===== src/rtl/seq_pkg.sv =====
package seq_pkg;
  typedef enum logic [1:0] {
    CST_RESET = 2'd0,
    CST_RUN   = 2'd1,
    CST_CLEAR = 2'd2,
    CST_PAUSE = 2'd3
  } core_st_t;

  localparam int REG_STATE = 0;
  localparam int REG_SWRST = 1;
  localparam int REG_OCNT  = 2;
  localparam int REG_ICNT  = 3;
  localparam int NUM_CNT   = 2;
endpackage


===== src/rtl/seq_settle_timer.sv =====
module seq_settle_timer #(
  parameter int SETTLE_CYC = 4,
  parameter int HOLD_CYC   = 8
) (
  input  logic clk,
  input  logic rst,
  input  logic start_settle,
  input  logic start_hold,
  output logic stable_q,
  output logic stable_nxt
);
  localparam int MAXC = (SETTLE_CYC > HOLD_CYC) ? SETTLE_CYC : HOLD_CYC;
  localparam int TW   = $clog2(MAXC + 1);

  logic [TW-1:0] cnt_q, cnt_nxt;

  always_comb begin
    cnt_nxt = cnt_q;
    if (start_hold)          cnt_nxt = TW'(HOLD_CYC);
    else if (start_settle)   cnt_nxt = TW'(SETTLE_CYC);
    else if (cnt_q != '0)    cnt_nxt = cnt_q - 1'b1;
  end

  assign stable_nxt = (cnt_nxt == '0);

  always_ff @(posedge clk) begin
    if (rst) begin
      cnt_q    <= '0;
      stable_q <= 1'b1;
    end else begin
      cnt_q    <= cnt_nxt;
      stable_q <= stable_nxt;
    end
  end
endmodule


===== src/rtl/seq_state_reg.sv =====
module seq_state_reg
  import seq_pkg::*;
(
  input  logic       clk,
  input  logic       rst,
  input  logic       wr_state,
  input  logic [1:0] wr_code,
  input  logic       soft_rst,
  input  logic       stable,
  output core_st_t   state_q,
  output core_st_t   state_nxt,
  output logic       err_q,
  output logic       accept
);
  logic err_nxt;

  assign accept = wr_state && stable && !soft_rst;

  always_comb begin
    state_nxt = state_q;
    err_nxt   = err_q;
    if (soft_rst) begin
      state_nxt = CST_RESET;
      err_nxt   = 1'b0;
    end else if (wr_state) begin
      if (!stable) begin
        err_nxt = 1'b1;
      end else if (wr_code == CST_CLEAR) begin
        err_nxt = 1'b0;
      end else begin
        state_nxt = core_st_t'(wr_code);
      end
    end
  end

  always_ff @(posedge clk) begin
    if (rst) begin
      state_q <= CST_RESET;
      err_q   <= 1'b0;
    end else begin
      state_q <= state_nxt;
      err_q   <= err_nxt;
    end
  end
endmodule


===== src/rtl/seq_count_reg.sv =====
module seq_count_reg #(
  parameter int CNT_W = 16
) (
  input  logic             clk,
  input  logic             rst,
  input  logic             soft_rst,
  input  logic             wr,
  input  logic             allow,
  input  logic [CNT_W-1:0] wdata,
  output logic [CNT_W-1:0] cnt_q
);
  always_ff @(posedge clk) begin
    if (rst || soft_rst)   cnt_q <= '0;
    else if (wr && allow)  cnt_q <= wdata;
  end
endmodule


===== src/rtl/seq_core_state_ctrl.sv =====
module seq_core_state_ctrl
  import seq_pkg::*;
#(
  parameter int ADDR_W     = 2,
  parameter int DATA_W     = 32,
  parameter int CNT_W      = 16,
  parameter int SETTLE_CYC = 4,
  parameter int HOLD_CYC   = 8
) (
  input  logic              clk,
  input  logic              rst,
  input  logic              bus_wr,
  input  logic              bus_rd,
  input  logic [ADDR_W-1:0] bus_addr,
  input  logic [DATA_W-1:0] bus_wdata,
  output logic [DATA_W-1:0] bus_rdata,
  output logic              state_valid,
  output logic              eng_reset,
  output logic              eng_run,
  output logic              eng_pause,
  output logic              cnt_prog_ok,
  output logic [CNT_W-1:0]  max_out_cnt,
  output logic [CNT_W-1:0]  max_in_cnt
);
  localparam int STW = 4;

  logic wr_state, soft_rst, accept, stable_nxt;
  logic err_q;
  core_st_t state_q, state_nxt;
  logic [CNT_W-1:0] cnt_arr [NUM_CNT];
  logic [STW-1:0] status_word;
  logic unused_wdata;

  assign wr_state = bus_wr && (bus_addr == ADDR_W'(REG_STATE));
  assign soft_rst = bus_wr && (bus_addr == ADDR_W'(REG_SWRST)) && bus_wdata[0];
  assign unused_wdata = ^bus_wdata;

  seq_settle_timer #(.SETTLE_CYC(SETTLE_CYC), .HOLD_CYC(HOLD_CYC)) u_timer (
    .clk          (clk),
    .rst          (rst),
    .start_settle (accept),
    .start_hold   (soft_rst),
    .stable_q     (state_valid),
    .stable_nxt   (stable_nxt)
  );

  seq_state_reg u_state (
    .clk       (clk),
    .rst       (rst),
    .wr_state  (wr_state),
    .wr_code   (bus_wdata[1:0]),
    .soft_rst  (soft_rst),
    .stable    (state_valid),
    .state_q   (state_q),
    .state_nxt (state_nxt),
    .err_q     (err_q),
    .accept    (accept)
  );

  for (genvar g = 0; g < NUM_CNT; g++) begin : g_cnt
    seq_count_reg #(.CNT_W(CNT_W)) u_cnt (
      .clk      (clk),
      .rst      (rst),
      .soft_rst (soft_rst),
      .wr       (bus_wr && (bus_addr == ADDR_W'(REG_OCNT + g))),
      .allow    (state_q == CST_RESET),
      .wdata    (bus_wdata[CNT_W-1:0]),
      .cnt_q    (cnt_arr[g])
    );
  end

  assign max_out_cnt = cnt_arr[0];
  assign max_in_cnt  = cnt_arr[1];
  assign status_word = {err_q, state_valid, state_q};

  always_ff @(posedge clk) begin
    if (rst) begin
      eng_reset   <= 1'b1;
      eng_run     <= 1'b0;
      eng_pause   <= 1'b0;
      cnt_prog_ok <= 1'b1;
    end else begin
      eng_reset   <= stable_nxt && (state_nxt == CST_RESET);
      eng_run     <= stable_nxt && (state_nxt == CST_RUN);
      eng_pause   <= stable_nxt && (state_nxt == CST_PAUSE);
      cnt_prog_ok <= (state_nxt == CST_RESET);
    end
  end

  always_ff @(posedge clk) begin
    if (rst) begin
      bus_rdata <= '0;
    end else if (bus_rd) begin
      if (bus_addr == ADDR_W'(REG_STATE))      bus_rdata <= DATA_W'(status_word);
      else if (bus_addr == ADDR_W'(REG_OCNT))  bus_rdata <= DATA_W'(cnt_arr[0]);
      else if (bus_addr == ADDR_W'(REG_ICNT))  bus_rdata <= DATA_W'(cnt_arr[1]);
      else                                     bus_rdata <= '0;
    end
  end
endmodule


===== config.mk =====
export PLATFORM = sky130hd
export DESIGN_NAME = seq_core_state_ctrl
export DESIGN_NICKNAME = d
export VERILOG_FILES = /design/src/rtl/seq_pkg.sv /design/src/rtl/seq_settle_timer.sv /design/src/rtl/seq_state_reg.sv /design/src/rtl/seq_count_reg.sv /design/src/rtl/seq_core_state_ctrl.sv
export SDC_FILE = /design/constraint.sdc
export NUM_CORES = 1
export LEC_CHECK = 0
export BUFFER_PORTS_ARGS = -buffer_cell sky130_fd_sc_hd__buf_2
export CORE_MARGIN = 10
export CORE_UTILIZATION = 45
export DETAILED_ROUTE_END_ITERATION = 8
export GPL_TIMING_DRIVEN = 1
export PLACE_DENSITY_LB_ADDON = 0.05
export RECOVER_POWER = 100
export SLEW_MARGIN = 20
export SYNTH_ARGS = -nofsm -noshare
export SYNTH_HDL_FRONTEND = slang
export SYNTH_SLANG_ARGS = --single-unit

===== constraint.sdc =====
create_clock -name clk -period 2.2 [get_ports clk]
set_input_delay 0.22 -clock clk [delete_from_list [all_inputs] [get_ports clk]]
set_output_delay 0.22 -clock clk [all_outputs]
set_load 0.02 [all_outputs]

## Word level (Yosys, flattened, before mapping)

Cells that the tools add are included.
W data, S select, Z words.

| cells by class | value |
|---|---|
| add/sub/neg operators | 1 |
| reduce and logical (&&, ||, !) cells | 21 |
| multiplexer cells | 12 |
| equality and inequality tests | 7 |

Operators by type and width:

| kind | number |
|---|---|
| $mux W16 | 3 |
| $logic_and A1 B1 Y1 | 12 |
| $mux W4 | 3 |
| $eq A2 B2 Y1 const B | 4 |
| $mux W2 | 4 |
| $logic_not A2 Y1 | 3 |
| $eq A2 B1 Y1 const B | 2 |
| $logic_not A4 Y1 | 1 |
| $reduce_bool A4 Y1 | 1 |
| $sub A4 B1 Y4 const B | 1 |
| $mux W1 | 2 |
| $ne A2 B1 Y1 const B | 1 |
| $reduce_and A2 Y1 | 1 |
| $reduce_or A2 Y1 | 1 |
| $logic_not A1 Y1 | 1 |
| $logic_or A1 B1 Y1 | 1 |

| word-level totals | value |
|---|---|
| register bits | 76 |
| logic and storage cells | 52 |
| output and inout bits | 69 |
| bits of input ports | 38 |

## Logic depth before layout (Yosys ltp)

| logic depth | value |
|---|---|
| word-level depth | 9 |
| mapped depth | 7 |
| mapped depth without buffers | 6 |

## By module

Synthesis repeated with hierarchy kept, for this count alone.

| unflattened totals | value |
|---|---|
| cell total of the unflattened synthesis | 322 |
| area, all modules | 3065.4 um^2 |

By module, submodules not included:

| module | cells each | seq. area each (um^2) | times used | area each (um^2) |
|---|---|---|---|---|
| seq_count_reg | 73 | 320.3 | 2 | 745.7 |
| seq_core_state_ctrl | 127 | 400.4 | 1 | 1108.6 |
| seq_settle_timer | 30 | 100.1 | 1 | 289.0 |
| seq_state_reg | 19 | 60.1 | 1 | 176.4 |

## Worst setup path after synthesis

No wires, ideal clock.

| path | value |
|---|---|
| kind | reg-to-reg |
| from | register u_timer.cnt_q[0] |
| to | register eng_run |
| setup slack | 0.600 ns |
| setup time | 0.061 ns |
| clock period less this slack | 1.600 ns |
| stages on the path, launching flop included | 7 |
| required time | 2.139 ns |
| data arrival time | 1.539 ns |
| buffers on the path | 0 |
| cells stage by stage | dfxtp_1 -> inv_1 -> ha_1 -> xnor2_1 -> a31oi_1 -> or3_4 -> and4bb_1 |

| between the ends | value |
|---|---|
| word-level cells in the longest chain between the ends | 6 |
| elaborated cells on any way between the ends | 7 |

RTL lines:

| item | line | text |
|---|---|---|
| start: declaration | seq_settle_timer.sv:15 | `logic [TW-1:0] cnt_q, cnt_nxt;` |
| start signal: assignment | seq_settle_timer.sv:31 | `cnt_q <= cnt_nxt;` |
| $sub A4 B1 Y4 / $reduce_bool A4 Y1 (equally long branches) | seq_settle_timer.sv:21 | `else if (cnt_q != '0) cnt_nxt = cnt_q - 1'b1;` |
| $mux W4 (*) | seq_settle_timer.sv:21 |  |
| $mux W4 (*) | seq_settle_timer.sv:20 | `else if (start_settle) cnt_nxt = TW'(SETTLE_CYC);` |
| $mux W4 (*) | seq_settle_timer.sv:19 | `if (start_hold) cnt_nxt = TW'(HOLD_CYC);` |
| $logic_not A4 Y1 (*) | seq_settle_timer.sv:24 | `assign stable_nxt = (cnt_nxt == '0);` |
| $logic_and A1 B1 Y1 (*) | seq_core_state_ctrl.sv:84 | `eng_run <= stable_nxt && (state_nxt == CST_RUN);` |
| end signal: assignment | seq_core_state_ctrl.sv:84 |  |
| end: declaration | seq_core_state_ctrl.sv:19 | `output logic eng_run,` |

Every way passes the cells marked *; elsewhere a longest branch is shown, timed or not.
A chain may end at the register's enable or synchronous reset.

## Worst setup path in the final report

| path | value |
|---|---|
| from | register u_timer.cnt_q[0] |
| to | register eng_pause |

| between the ends | value |
|---|---|
| word-level cells in the longest chain between the ends | 6 |
| elaborated cells on any way between the ends | 7 |

RTL lines:

| item | line | text |
|---|---|---|
| $sub A4 B1 Y4 / $reduce_bool A4 Y1 (equally long branches) | seq_settle_timer.sv:21 |  |
| $mux W4 (*) | seq_settle_timer.sv:21 |  |
| $mux W4 (*) | seq_settle_timer.sv:20 |  |
| $mux W4 (*) | seq_settle_timer.sv:19 |  |
| $logic_not A4 Y1 (*) | seq_settle_timer.sv:24 |  |
| $logic_and A1 B1 Y1 (*) | seq_core_state_ctrl.sv:85 | `eng_pause <= stable_nxt && (state_nxt == CST_PAUSE);` |
| end signal: assignment | seq_core_state_ctrl.sv:85 |  |
| end: declaration | seq_core_state_ctrl.sv:20 | `output logic eng_pause,` |

Marks and branches as above.

==> results by group <==
Status
  – Status: completed

Clock tree
  – Cts-stage hold buffer count: 0
  – Clk_lat worst skew: 0.34 ns
  – H-Tree Depth: 3
  – Total CTS buffers: 9
  – Post-CTS Setup Bufs: 0
  – CTS resizes: 0
  – Root buffer cell: clkbuf_8
  – Clk slew on worst S/H paths: 0.07 ns
  – Clk sinks: 60
  – CTS Buffer Depth: 2
  – CTS tree: done

Synth
  – Sequential share of the synthesized area: 45.2%
  – Top-count cell post-synth: dfxtp_1
  – Mapped Area: 0.00266 sq mm
  – Post-synth top cells: dfxtp_1, nor2_1, mux2i_1
  – Synth Instances: 275
  – EDFF count, synth: 0
  – Top cells by area, synth: dfxtp_1, mux2i_1, nor2_1, mux2_2, buf_4
  – Cell variety after synth: 39
  – Post-synthesis average cell area: 9.67 sq um
  – Ys async rst share: 0%
  – Synth area leader: dfxtp_1
  – Yosys warns: 0
  – Synth top area share: 45.2%
  – Top_reg_cell synth: dfxtp_1
  – Flops & latches, synth: 60

Power and ir drop
  – Leakage: 1.34 nW
  – Worst-case vdd ir drop: 0.440 mV
  – Power per cell area: 914 mW/mm^2

Setup path
  – Max FO, Critical Path: 6
  – Worst EP required: 2.45 ns
  – Cell family with most CP delay: simple AND/OR/NAND/NOR gates
  – CP cell instances: inv_1 -> ha_1 -> xnor2_1 -> a31oi_1 -> or3_1 -> nor4b_1
  – CP Launch Type: flop
  – Worst setup EP type: flop
  – Slowest-stage cell, CP: dfxtp_1
  – CP startpoint: u_timer.cnt_q[0]$_SDFF_PP0_
  – Reg-to-Reg Start: u_timer.cnt_q[0]$_SDFF_PP0_
  – CP Class: flop to flop
  – Worst stage delay on the critical path: 0.42 ns
  – WP buf/inv: 1
  – Crit path DAT: 2.04 ns

Finish
  – Area occupied by multi-input gates: 0.00127 sq mm
  – N_diodes: 0
  – Share of post-route cells with drive strength above 1: 16.4%
  – Filler Cell Count: 554
  – Area Overhead vs Synth: 18.3%
  – Storage cell area: 0.00120 sq mm
  – Nets: 388
  – Post-layout util: 56.1%

Global routing
  – Total congestion overflow: 0
  – Total GRT Usage: 14.0%
  – Global-route wire length before repair: 10.9 mm
  – Vias in the first global route: 2110
  – Initial antenna violation count: 0
  – Largest net degree at the start of global routing: 28

Route
  – First-pass iteration count of the detailed router: 4
  – DR vias: 2080
  – Post-Route WL: 6.61 mm
  – Vias per cell: 4.88
  – Post-route DRC violation count: 0
  – Avg WL per Cell: 15.5 um
  – Final ANT Viol Nets: 0
  – Drt initial violations: 106

Timing
  – Worst slew pin tran: 0.847 ns
  – Clock Skew: 0.00443 ns
  – Final period util: 81.6%
  – Endpoints failing setup: 0
  – Fin Setup TNS: 0 ns
  – Max-Slew Margin vs Limit: 43.6%
  – Hold Vio Cnt, Final: 0
  – FMAX: 557 MHz
  – RSZ-0062 raised after global routing: no
  – Final worst slack: 0.405 ns
  – Final Max Slew Viols: 0
  – Min cycle time layout: 1.79 ns

Floorplan
  – Die ar.: 0.00939 sq mm
  – Die Y: 96.9 um
  – Num rows: 27
  – Initial Util: 47.4%
  – IO Pins: 107
  – Core Area: 0.00561 sq mm
  – Die X: 96.9 um

Min path
  – Worst hold path type: input port to flop
  – Worst Hold Launch: bus_wdata[13]

Placement
  – Final HPWL DP: 4.74 mm
  – Pre-CTS worst setup slack: 0.480 ns
  – IO Port Bufs: 74
  – Final GP Congestion: 0.741

Flow run
  – Max_cap viols: 0
[cell usage in the layout, fill, tap and decap left out, types with 10 or more instances in the layout]
cell type   n
buf_2      20
clkbuf_1   57
nor2b_1    15
a21oi_1    15
mux2_2     16
clkbuf_8   10
conb_1     16
mux2i_1    33
dfxtp_1    60
nor2_1     54
[metal layers]
metal / wire, um / up-vias / share of wire (%) / global-route usage [%]
met1: 2860 / 942 / 43 / 16.3
met4: 50 / 0 / 0.76 / 4.06
li1: - / 1053 / - / -
met5: 0 / - / 0 / 0
met2: 3090 / 77 / 47 / 21.5
met3: 606 / 8 / 9.2 / 7.81
[stage by stage]
stage / total power, mW / std cells / area [sq um] / hold WS, ns
floorplan: 1.70 / 290 / 2720 / 0.364
global placement: 1.82 / 410 / 3010 / 0.463
detailed placement: 1.83 / 410 / 3010 / 0.477
CTS: 2.93 / 426 / 3230 / 0.117
global route: 3.04 / 426 / 3150 / 0.115
finish: 2.88 / 426 / 3150 / 0.124
[kinds of logic after synthesis]
kind of cell / after synthesis / synth area share [%]
AOI/OAI and AO/OA: 36 / 8.47
adders and majority gates: 1 / 0.470
xor gates and xnor gates: 2 / 0.659
DFF: 60 / 45.2
buffers and inverters: 37 / 8.70
muxes: 49 / 19.2
other: 1 / 0.141
and+or+nand+nor: 89 / 17.2
[sequential cells by signal, indices dropped and copies added, names as in the netlist]
name               count
bus_rdata             16
u_timer.stable_q       1
eng_pause              1
eng_reset              1
eng_run                1
cnt_prog_ok            1
g_cnt.u_cnt.cnt_q     32
u_state.err_q          1
u_timer.cnt_q          4
u_state.state_q        2
[path summary, 6_finish.rpt]
check	to	slack [ns]	cells after the start
setup reg to reg	eng_pause$_SDFF_PP0_	0.41	6
hold / removal	g_cnt[1].u_cnt.cnt_q[13]$_SDFFE_PP0P_	0.12	3
hold reg to reg	bus_rdata[3]$_SDFFE_PP0P_	0.49	2
setup / recovery	eng_pause$_SDFF_PP0_	0.41	6
[report_power, final]
group          internal [mW]  switching, mW  total (mW)
clock                  0.668          0.433        1.10
combinational          0.223          0.316       0.539
sequential              1.16         0.0754        1.24
total                   2.05          0.824        2.88
[cell type report]
| class | instances | area share [%] |
|---|---|---|
| Inverter | 4 | 0.477 |
| Tap cell | 72 | 2.86 |
| Sequential cell | 60 | 38.2 |
| Clock buffer | 12 | 4.61 |
| Timing Repair Buffer | 81 | 11.2 |
| Clock inverter | 4 | 2.31 |
| Multi-Input combinational cell | 193 | 40.4 |
[worst min-delay path, delay by kind of cell]
kind,cells,cell delay [ns]
buffers and inverters,1,0.09
and+or+nand+nor,1,0.07
muxes,1,0.05
Power figures use the tool's default switching activity.
